## src/rtl/spi_cs_pkg.sv

```systemverilog
package spi_cs_pkg;
  localparam int FRAME_W = 16;
  localparam int ADDR_W  = 2;
  localparam int N_REG   = 1 << ADDR_W;
  localparam int DATA_W  = 8;
  localparam int COM_W   = FRAME_W - DATA_W - ADDR_W;
  localparam int CNT_W   = $clog2(FRAME_W) + 2;

  typedef struct packed {
    logic [DATA_W-1:0] data;
    logic [COM_W-1:0]  com;
    logic [ADDR_W-1:0] addr;
  } frame_t;
endpackage

```

## src/rtl/spi_cs_sync.sv

```systemverilog
module spi_cs_sync #(
  parameter int STAGES = 2,
  parameter int W = 3,
  parameter logic [W-1:0] RST_VAL = '0
) (
  input  logic         clk_i,
  input  logic         rst_ni,
  input  logic [W-1:0] d_i,
  output logic [W-1:0] q_o,
  output logic [W-1:0] rise_o,
  output logic [W-1:0] fall_o
);
  logic [W-1:0] stg [STAGES];
  logic [W-1:0] prev_q;

  always_ff @(posedge clk_i or negedge rst_ni) begin
    if (!rst_ni) stg[0] <= RST_VAL;
    else         stg[0] <= d_i;
  end

  for (genvar i = 1; i < STAGES; i++) begin : g_stg
    always_ff @(posedge clk_i or negedge rst_ni) begin
      if (!rst_ni) stg[i] <= RST_VAL;
      else         stg[i] <= stg[i-1];
    end
  end

  always_ff @(posedge clk_i or negedge rst_ni) begin
    if (!rst_ni) prev_q <= RST_VAL;
    else         prev_q <= stg[STAGES-1];
  end

  assign q_o    = stg[STAGES-1];
  assign rise_o = q_o & ~prev_q;
  assign fall_o = ~q_o & prev_q;
endmodule

```

## src/rtl/spi_cs_shift.sv

```systemverilog
module spi_cs_shift
  import spi_cs_pkg::*;
(
  input  logic               clk_i,
  input  logic               rst_ni,
  input  logic               load_i,
  input  logic [FRAME_W-1:0] load_word_i,
  input  logic               active_i,
  input  logic               sck_rise_i,
  input  logic               sck_fall_i,
  input  logic               di_i,
  output logic               do_o,
  output logic [FRAME_W-1:0] word_o,
  output logic [CNT_W-1:0]   cnt_o
);
  localparam logic [CNT_W-1:0] CNT_MAX = '1;

  logic [FRAME_W-1:0] sh_q;
  logic               do_q;
  logic [CNT_W-1:0]   cnt_q;

  always_ff @(posedge clk_i or negedge rst_ni) begin
    if (!rst_ni) begin
      sh_q  <= '0;
      do_q  <= 1'b0;
      cnt_q <= '0;
    end else if (load_i) begin
      sh_q  <= load_word_i;
      do_q  <= load_word_i[FRAME_W-1];
      cnt_q <= '0;
    end else if (active_i) begin
      if (sck_rise_i) do_q <= sh_q[FRAME_W-1];
      if (sck_fall_i) begin
        sh_q <= {sh_q[FRAME_W-2:0], di_i};
        if (cnt_q != CNT_MAX) cnt_q <= cnt_q + 1'b1;
      end
    end
  end

  assign do_o   = do_q;
  assign word_o = sh_q;
  assign cnt_o  = cnt_q;

  a_r3_snapshot_msb: assert property (@(posedge clk_i) disable iff (!rst_ni)
    load_i |=> do_q == $past(load_word_i[FRAME_W-1]));
  a_r5_do_holds_on_fall: assert property (@(posedge clk_i) disable iff (!rst_ni)
    (sck_fall_i && !load_i) |=> $stable(do_q));
  a_r4_shift_on_fall: assert property (@(posedge clk_i) disable iff (!rst_ni)
    (sck_fall_i && active_i && !load_i) |=> sh_q[0] == $past(di_i));
endmodule

```

## src/rtl/spi_cs_regs.sv

```systemverilog
module spi_cs_regs
  import spi_cs_pkg::*;
(
  input  logic                      clk_i,
  input  logic                      rst_ni,
  input  logic                      commit_i,
  input  frame_t                    frame_i,
  output logic [N_REG*DATA_W-1:0]   ctrl_o,
  output logic [COM_W-1:0]          com_o,
  output logic [ADDR_W-1:0]         ptr_o
);
  for (genvar i = 0; i < N_REG; i++) begin : g_reg
    logic [DATA_W-1:0] r_q;
    always_ff @(posedge clk_i or negedge rst_ni) begin
      if (!rst_ni) r_q <= '0;
      else if (commit_i && frame_i.addr == ADDR_W'(i)) r_q <= frame_i.data;
    end
    assign ctrl_o[i*DATA_W +: DATA_W] = r_q;
  end

  always_ff @(posedge clk_i or negedge rst_ni) begin
    if (!rst_ni) begin
      com_o <= '0;
      ptr_o <= '0;
    end else if (commit_i) begin
      com_o <= frame_i.com;
      ptr_o <= frame_i.addr;
    end
  end

  a_r8_ptr_follows_addr: assert property (@(posedge clk_i) disable iff (!rst_ni)
    commit_i |=> ptr_o == $past(frame_i.addr));
  a_r9_ptr_hold: assert property (@(posedge clk_i) disable iff (!rst_ni)
    !commit_i |=> $stable(ptr_o));
endmodule

```

## src/rtl/spi_cs_regif.sv

```systemverilog
module spi_cs_regif
  import spi_cs_pkg::*;
#(
  parameter int SYNC_STAGES = 2
) (
  input  logic                    clk_i,
  input  logic                    rst_ni,
  input  logic                    spi_csn_i,
  input  logic                    spi_sck_i,
  input  logic                    spi_di_i,
  output logic                    spi_do_o,
  output logic                    spi_do_oe_o,
  input  logic [N_REG*FRAME_W-1:0] diag_i,
  output logic [N_REG*DATA_W-1:0]  ctrl_reg_o,
  output logic [COM_W-1:0]         ctrl_com_o
);
  logic [2:0] pin_q, pin_rise, pin_fall;
  logic [ADDR_W-1:0]  ptr;
  logic [FRAME_W-1:0] word;
  logic [CNT_W-1:0]   cnt;
  logic               do_bit, oe_q, commit;
  logic               csn_fall, csn_rise;

  spi_cs_sync #(.STAGES(SYNC_STAGES), .W(3), .RST_VAL(3'b100)) u_sync (
    .clk_i, .rst_ni,
    .d_i   ({spi_csn_i, spi_sck_i, spi_di_i}),
    .q_o   (pin_q),
    .rise_o(pin_rise),
    .fall_o(pin_fall)
  );

  assign csn_fall = pin_fall[2];
  assign csn_rise = pin_rise[2];
  assign commit   = csn_rise && (cnt == CNT_W'(FRAME_W));

  spi_cs_shift u_shift (
    .clk_i, .rst_ni,
    .load_i     (csn_fall),
    .load_word_i(diag_i[ptr*FRAME_W +: FRAME_W]),
    .active_i   (~pin_q[2]),
    .sck_rise_i (pin_rise[1]),
    .sck_fall_i (pin_fall[1]),
    .di_i       (pin_q[0]),
    .do_o       (do_bit),
    .word_o     (word),
    .cnt_o      (cnt)
  );

  spi_cs_regs u_regs (
    .clk_i, .rst_ni,
    .commit_i(commit),
    .frame_i (frame_t'(word)),
    .ctrl_o  (ctrl_reg_o),
    .com_o   (ctrl_com_o),
    .ptr_o   (ptr)
  );

  always_ff @(posedge clk_i or negedge rst_ni) begin
    if (!rst_ni)       oe_q <= 1'b0;
    else if (csn_fall) oe_q <= 1'b1;
    else if (csn_rise) oe_q <= 1'b0;
  end

  assign spi_do_oe_o = oe_q;
  assign spi_do_o    = do_bit & oe_q;

  a_r3_drive_on_select: assert property (@(posedge clk_i) disable iff (!rst_ni)
    csn_fall |=> spi_do_oe_o);
  a_r2_release_on_deselect: assert property (@(posedge clk_i) disable iff (!rst_ni)
    csn_rise |=> !spi_do_oe_o);
  a_r6_ctrl_hold: assert property (@(posedge clk_i) disable iff (!rst_ni)
    !commit |=> $stable(ctrl_reg_o) && $stable(ctrl_com_o));
  a_r9_discard_odd_frame: assert property (@(posedge clk_i) disable iff (!rst_ni)
    (csn_rise && cnt != CNT_W'(FRAME_W)) |=> $stable(ctrl_reg_o));
endmodule

```

## config.mk

```make
export PLATFORM = sky130hd
export DESIGN_NAME = spi_cs_regif
export DESIGN_NICKNAME = d
export VERILOG_FILES = /design/src/rtl/spi_cs_pkg.sv /design/src/rtl/spi_cs_sync.sv /design/src/rtl/spi_cs_shift.sv /design/src/rtl/spi_cs_regs.sv /design/src/rtl/spi_cs_regif.sv
export SDC_FILE = /design/constraint.sdc
export NUM_CORES = 1
export LEC_CHECK = 0
export BUFFER_PORTS_ARGS = -buffer_cell sky130_fd_sc_hd__buf_2
export CAP_MARGIN = 20
export CORE_MARGIN = 4
export CORE_UTILIZATION = 40
export CTS_BUF_LIST = sky130_fd_sc_hd__clkbuf_4 sky130_fd_sc_hd__clkbuf_8 sky130_fd_sc_hd__clkbuf_16
export DETAILED_ROUTE_END_ITERATION = 16
export PLACE_DENSITY = 0.65
export SYNTH_ARGS = -nofsm -noshare
export SYNTH_HDL_FRONTEND = slang
export SYNTH_SLANG_ARGS = --single-unit
```

## constraint.sdc

```tcl
create_clock -name clk_i -period 4.05 [get_ports clk_i]
set_input_delay 0.405 -clock clk_i [delete_from_list [all_inputs] [get_ports clk_i]]
set_output_delay 0.405 -clock clk_i [all_outputs]
set_load 0.02 [all_outputs]
```

==> flow_summary.json, run 1 <==
{
  "status": "completed",
  "io_pins": 109,
  "numCtsBuffers": 9,
  "skew_ps": 13.1,
  "finalSetupTns_ps": 0,
  "die-width_um": 99.4,
  "worstHoldStart": "spi_csn_i",
  "grt_overflow": 0,
  "die-area_um2": 9890,
  "post-cts-setup-buffers": 0,
  "critPathBufInv": 0,
  "worstPathCellList": "ha_1 > nand2_1 > or4_4 > or3_1 > mux2_4",
  "fp-row-count": 33,
  "ys_seq_area_share_pct": 54.0,
  "reg2reg_setup_slack_ps": 1650,
  "tightestPinTransition_ps": 896,
  "gp_congestion": 0.780,
  "cp.required_ps": 4280,
  "cts_tree": "built",
  "synth_fa_ha_area_share_pct": 1.50,
  "irDropWorstVdd_mv": 0.142,
  "cap_violations": 0,
  "grt.total_usage_pct": 16.0,
  "yosysWarnings": 0,
  "power.switching_uw": 382,
  "htreeDepth": 3,
  "finalWirelength_mm": 7.53,
  "p_leak_nw": 2.14,
  "p_per_area_nw_per_um2": 371,
  "cts_root_buf": "clkbuf_8",
  "first_global_vias": 2383,
  "synth_top_family_by_area": "multiplexers",
  "io_buffers": 108,
  "ys_async_sr_fraction_pct": 100,
  "cts.clk_slew.worst_paths_ps": 70,
  "setup.worst_path.class": "reg -> reg",
  "antenna_found_initial": 0,
  "cp-start-kind": "register",
  "ys_types": 30,
  "fin_crit_sh_pct": 59.2,
  "cpPeakStageDelay_ps": 590,
  "swShare_pct": 24.3,
  "total_power_mw": 1.57,
  "syn_to_final_growth_pct": 26.3,
  "rr_startpoint": "u_sync.q_o[2]",
  "synth_mux_area_share_pct": 31.8,
  "p_int_mw": 1.19,
  "r2r_end": "u_regs.g_reg[0].r_q[6]",
  "hold_viol": 0,
  "crit_fanout": 12,
  "yosys.area_share.simple_pct": 6.73,
  "antenna_cells": 0,
  "cts.path.max_buffers": 2,
  "min_delay_path_depth": 1,
  "avgViaCountPerCell": 5.00,
  "combPwrFrac_pct": 8.0,
  "post_drt_wl_per_cell_um": 16.5,
  "drt_iter0_markers": 63,
  "grt_pass1_wl_mm": 12.2,
  "finalSetupViolCount": 0,
  "synth_ff_type": "dfrtp_1",
  "drt_pass1_iterations": 4,
  "critPathSlowestCell": "dfstp_2",
  "critPathCaptureType": "register",
  "cp_data_arrival_time_ps": 2620,
  "slew_violations": 0,
  "netlist_area_um2": 3340,
  "power.share.sequential_pct": 51.0,
  "post_cts_resized": 0,
  "cts.sinks": 72,
  "syn_inst": 238,
  "pwr-share-clk_pct": 41.0,
  "drc": 0,
  "vias": 2279,
  "synth-compound-area-share_pct": 2.99,
  "rsz0062_at_grt": "false",
  "grt_max_degree": 73,
  "synth_seq_cells": 72,
  "nets": 419,
  "postCtsHoldBufs": 0,
  "synth_nets": 311,
  "synth_xor_area_share_pct": 0.262,
  "synth_area_per_cell_um2": 14.1,
  "die_y_um": 99.4,
  "slew-limit-headroom_pct": 40.3,
  "clock_latency_ps": 350,
  "r2r_cells": 5,
  "cp_top_family": "simple AND/OR/NAND/NOR gates",
  "drive_gt1_share_pct": 54.7,
  "start_util_pct": 40.9,
  "min_period_ps": 2400,
  "dp_hpwl_mm": 5.48,
  "fmax_ghz": 0.417,
  "min_to": "u_sync.stg[5]",
  "min_path_type": "in -> reg",
  "antenna_left": 0,
  "synth_edf_count": 0,
  "coreArea_um2": 8180
}
==> logic make-up after synthesis <==
family,Yosys count
compound gates,20
xor+xnor,1
fa+ha+maj,4
buf+inv,19
flops,72
mux,78
simple gates,44
==> final cells by class <==
class,instances,area [µm²]
well taps,105,131
fillers,747,3950
clock buffers,10,138
clock inverters,6,92.6
repair buffers,111,586
inverters,5,18.8
multi-input cells,147,1450
flip-flops and latches,72,1810
==> flip-flops by register name, indices dropped and copies added (netlist names) <==
name,flops
u_sync.prev_q,2
u_shift.cnt_o,6
u_shift.do_o,1
u_regs.ptr_o,2
spi_do_oe_o,1
u_sync.q_o,3
u_sync.stg,3
u_regs.g.r_q,32
u_regs.com_o,6
u_shift.word_o,16
==> worst reg2reg max path: cells and delay by family (launching register included) <==
kind | cells | cell delay, ps
simple gates | 3 | 1150
flops | 1 | 590
mux | 1 | 370
fa+ha+maj | 1 | 160
==> cell usage after synthesis, drive strengths merged, types with 2 or more instances <==
master  number  share of area [%]
buf         11                1.9
clkbuf       3               0.34
or3b         3               0.79
dfstp        3                2.4
mux2        41                 15
mux4        16                 11
a21oi        2               0.30
nor3         2               0.30
nand2       21                2.4
dfrtp       69                 52
o21ai       18                2.7
inv          5               0.56
ha           4                1.5
nor3b        2               0.45
nor2         8               0.97
mux2i       21                6.3
==> power by group through the flow <==
stage | registers, mW | clock network (mW) | logic, mW
floorplan | 0.797 | 0 | 0.0667
global placement | 0.812 | 0 | 0.125
detailed placement | 0.814 | 0 | 0.128
CTS | 0.800 | 0.652 | 0.128
global route | 0.806 | 0.683 | 0.145
finish | 0.799 | 0.643 | 0.125
==> metrics by stage <==
| stage | area (µm²) | instances | setup WS, ps | hold slack, ps | util [%] |
|---|---|---|---|---|---|
| after detailed placement | 3970 | 439 | 1650 | 337 | 48.5 |
| after floorplan | 3340 | 238 | 1870 | 109 | - |
| after global routing | 4220 | 456 | 1590 | 145 | 51.7 |
| after global placement | 3970 | 439 | 1710 | 338 | 48.5 |
| final | 4220 | 456 | 1650 | 155 | 51.7 |
| after CTS | 4200 | 455 | 1640 | 141 | 51.3 |
==> metal layers <==
layer / vias up / global-route usage [%] / wire length (µm)
met3: 11 / 3.02 / 385
li1: 1070 / - / -
met4: 0 / 7.67 / 163
met5: - / 0 / 0
met2: 75 / 25.6 / 3690
met1: 1123 / 21.2 / 3290
==> cells in the final DEF (no fill, tap or decap), types with 2 or more instances in the layout <==
master and n:
buf_2 107, dfrtp_1 69, mux2_2 33, mux2i_1 21, nand2_1 21, o21ai_0 18, mux4_2 16, clkbuf_8 10
mux2_4 8, nor2_1 7, inv_1 5, ha_1 4, buf_4 3, dfstp_2 3, or3b_1 2, nor3_1 2
a21oi_1 2, clkinvlp_4 2, clkinv_4 2, bufinv_16 2
==> worst max path at each step <==
stage,startpoint,to,cells after the start
6_report,u_sync.q_o[2],u_regs.g_reg[0].r_q[6],5
5_1_grt,u_sync.q_o[2],u_regs.g_reg[0].r_q[6],5
4_1_cts,u_sync.q_o[2],u_regs.g_reg[0].r_q[6],5
3_5_place_dp,u_sync.q_o[2],u_regs.g_reg[2].r_q[1],5
3_3_place_gp,u_sync.q_o[2],u_regs.g_reg[0].r_q[3],5
2_1_floorplan,u_sync.q_o[2],u_regs.g_reg[0].r_q[0],7
Note: power is estimated with default switching activity, not from simulation.
==> inputs of run 2 (changes only) <==
Settings changed: ABC_AREA from default to 1.
Clock period 4.05 ns to 2.37 ns, I/O delays scaled along.
==> flow_summary.json, run 2 <==
{
  "status": "completed",
  "die-width_um": 99.7,
  "grt_max_degree": 41,
  "htreeDepth": 3,
  "die_y_um": 99.7,
  "crit_start": "u_sync.prev_q[2]",
  "syn_to_final_growth_pct": 24.8,
  "hold_viol": 0,
  "cts.clk_slew.worst_paths_ps": 90,
  "layout_commonest_cell": "nand2_1",
  "numCtsBuffers": 9,
  "clock_latency_ps": 350,
  "synth_edf_count": 0,
  "dp_hpwl_mm": 6.15,
  "crit_fanout": 16,
  "post_cts_resized": 0,
  "final_cell_mix": "nand2_1 (141), buf_2 (108), dfrtp_1 (69)",
  "post-cts-setup-buffers": 0,
  "coreArea_um2": 8220,
  "finalWirelength_mm": 8.06,
  "yosysWarnings": 0,
  "io_buffers": 108,
  "nets": 591,
  "largest_reg_flops": 32,
  "cp-start-kind": "register",
  "synth_seq_cells": 72,
  "drc": 0,
  "top_register": "u_regs.g.r_q",
  "netlist.area_leader.share_pct": 51.3,
  "fmax_ghz": 0.538,
  "min_path_type": "in -> reg",
  "rr_startpoint": "u_sync.prev_q[2]",
  "netlist_area_um2": 3370,
  "synth_nets": 481,
  "grt_pass1_wl_mm": 13.7,
  "cts_tree": "built",
  "postCtsHoldBufs": 4,
  "ys_types": 22,
  "post_drt_wl_per_cell_um": 12.8,
  "cts_root_buf": "clkbuf_8",
  "antenna_cells": 0,
  "min_period_ps": 1860,
  "worstHoldStart": "diag_i[4]",
  "cp.required_ps": 2570,
  "fin_crit_sh_pct": 78.4,
  "avgViaCountPerCell": 4.80,
  "start_util_pct": 41.0,
  "gp_congestion": 0.801,
  "ys_async_sr_fraction_pct": 100,
  "dp_cells": 608,
  "synth_most_common_cell": "nand2_1",
  "ys_seq_area_share_pct": 53.6,
  "irDropWorstVdd_mv": 0.256,
  "critPathCaptureType": "register",
  "finalSetupTns_ps": 0,
  "synth_top_area_cell": "dfrtp_1",
  "slew_violations": 0,
  "cap_violations": 0,
  "drt_iter0_markers": 148,
  "antenna_left": 0,
  "slew-limit-headroom_pct": 44.4,
  "synth_ff_type": "dfrtp_1",
  "setup.worst_path.class": "reg -> reg",
  "p_leak_nw": 2.17,
  "first_global_vias": 2926,
  "die-area_um2": 9950,
  "ys_top_cells_by_area": "dfrtp_1 (51%), nand2_1 (16%), nand3_1 (8.3%), o21ai_0 (7.1%), o211ai_1 (3.3%)",
  "tightestPinTransition_ps": 833,
  "synth_area_per_cell_um2": 8.25,
  "cts.sinks": 72,
  "cp_data_arrival_time_ps": 2060,
  "grt_overflow": 0,
  "synth_common_cells": "nand2_1 (141), dfrtp_1 (69), nand3_1 (56)",
  "drt_pass1_iterations": 4,
  "io_pins": 109,
  "cts.path.max_buffers": 2,
  "vias": 3014,
  "rsz0062_at_grt": "false",
  "finalSetupViolCount": 0,
  "grt.total_usage_pct": 17.1,
  "syn_inst": 408,
  "final_cell_count_no_fill": 628,
  "fp-row-count": 33,
  "antenna_found_initial": 0,
  "p_per_area_nw_per_um2": 585,
  "drive_gt1_share_pct": 26.2,
  "skew_ps": 17.4
}
-- run 2: cell types whose count changed in the layout (fill, tap and decap cells not counted), sizes merged, moves of 7 or more --
cell    delta
nand2    +121
nand3     +55
mux2      -41
o21ai     +30
inv       +24
mux2i     -21
mux4      -16
o211ai    +15
nor2       +7
-- run 2: path summary, 6_finish.rpt --
check | to | slack, ps | cells after the start
setup / recovery | u_shift.cnt_o[3] | 510 | 6
hold / removal | u_shift.word_o[4] | 260 | 5
setup reg to reg | u_shift.cnt_o[3] | 510 | 6
hold reg to reg | u_sync.q_o[0] | 370 | 0
max in group asynchronous | u_regs.com_o[5] | 1210 | 3
min in group asynchronous | u_regs.g_reg[1].r_q[3] | 490 | 2
-- run 2: critical path: stages (launching register included) --
cell	delay, ps
dfstp_2	540
ha_1	190
clkinv_1	90
nand2_1	450
nand2_2	250
nand2_1	110
o21ai_0	90
-- run 2: cell families (layout without fill, tap and decap cells) --
logic type,Yosys count,after routing,synth area share [%]
buffers and inverters,48,163,6.50
AOI/OAI and AO/OA,65,65,10.9
and+or+nand+nor,219,219,27.5
DFF,72,72,53.6
adders and majority gates,4,4,1.49
-- run 2: metrics by stage --
stage	cell area, µm²	utilization (%)	setup slack, ps	hold slack [ps]	total power [mW]
2_1_floorplan	3370	-	773	-58.6	1.48
3_3_place_gp	3990	48.5	574	334	1.62
3_5_place_dp	3990	48.5	517	338	1.62
4_1_cts	4200	51.1	490	240	2.50
5_1_grt	4200	51.1	346	269	2.59
6_report	4200	51.1	512	258	2.46
-- run 2: report_power, final --
part / total, mW / internal [mW] / switching [mW]
Combinational: 0.268 / 0.109 / 0.159
Sequential: 1.33 / 1.29 / 0.0418
Clock: 0.861 / 0.395 / 0.466
-- run 2: layout make-up --
type	instances	area [µm²]
repair buffers	118	638
clock inverters	6	43.8
fillers	779	4020
well taps	105	131
inverters	29	109
flip-flops and latches	72	1810
multi-input cells	288	1340
clock buffers	10	131
-- run 2: routing by layer --
metal  global-route usage [%]  routed length [µm]  vias to the layer above
li1                         -                   -                     1552
met1                     23.7                3810                     1354
met2                     26.7                3650                       98
met3                     3.51                 498                       10
met4                     5.67                 103                        0
met5                        0                   0                        -
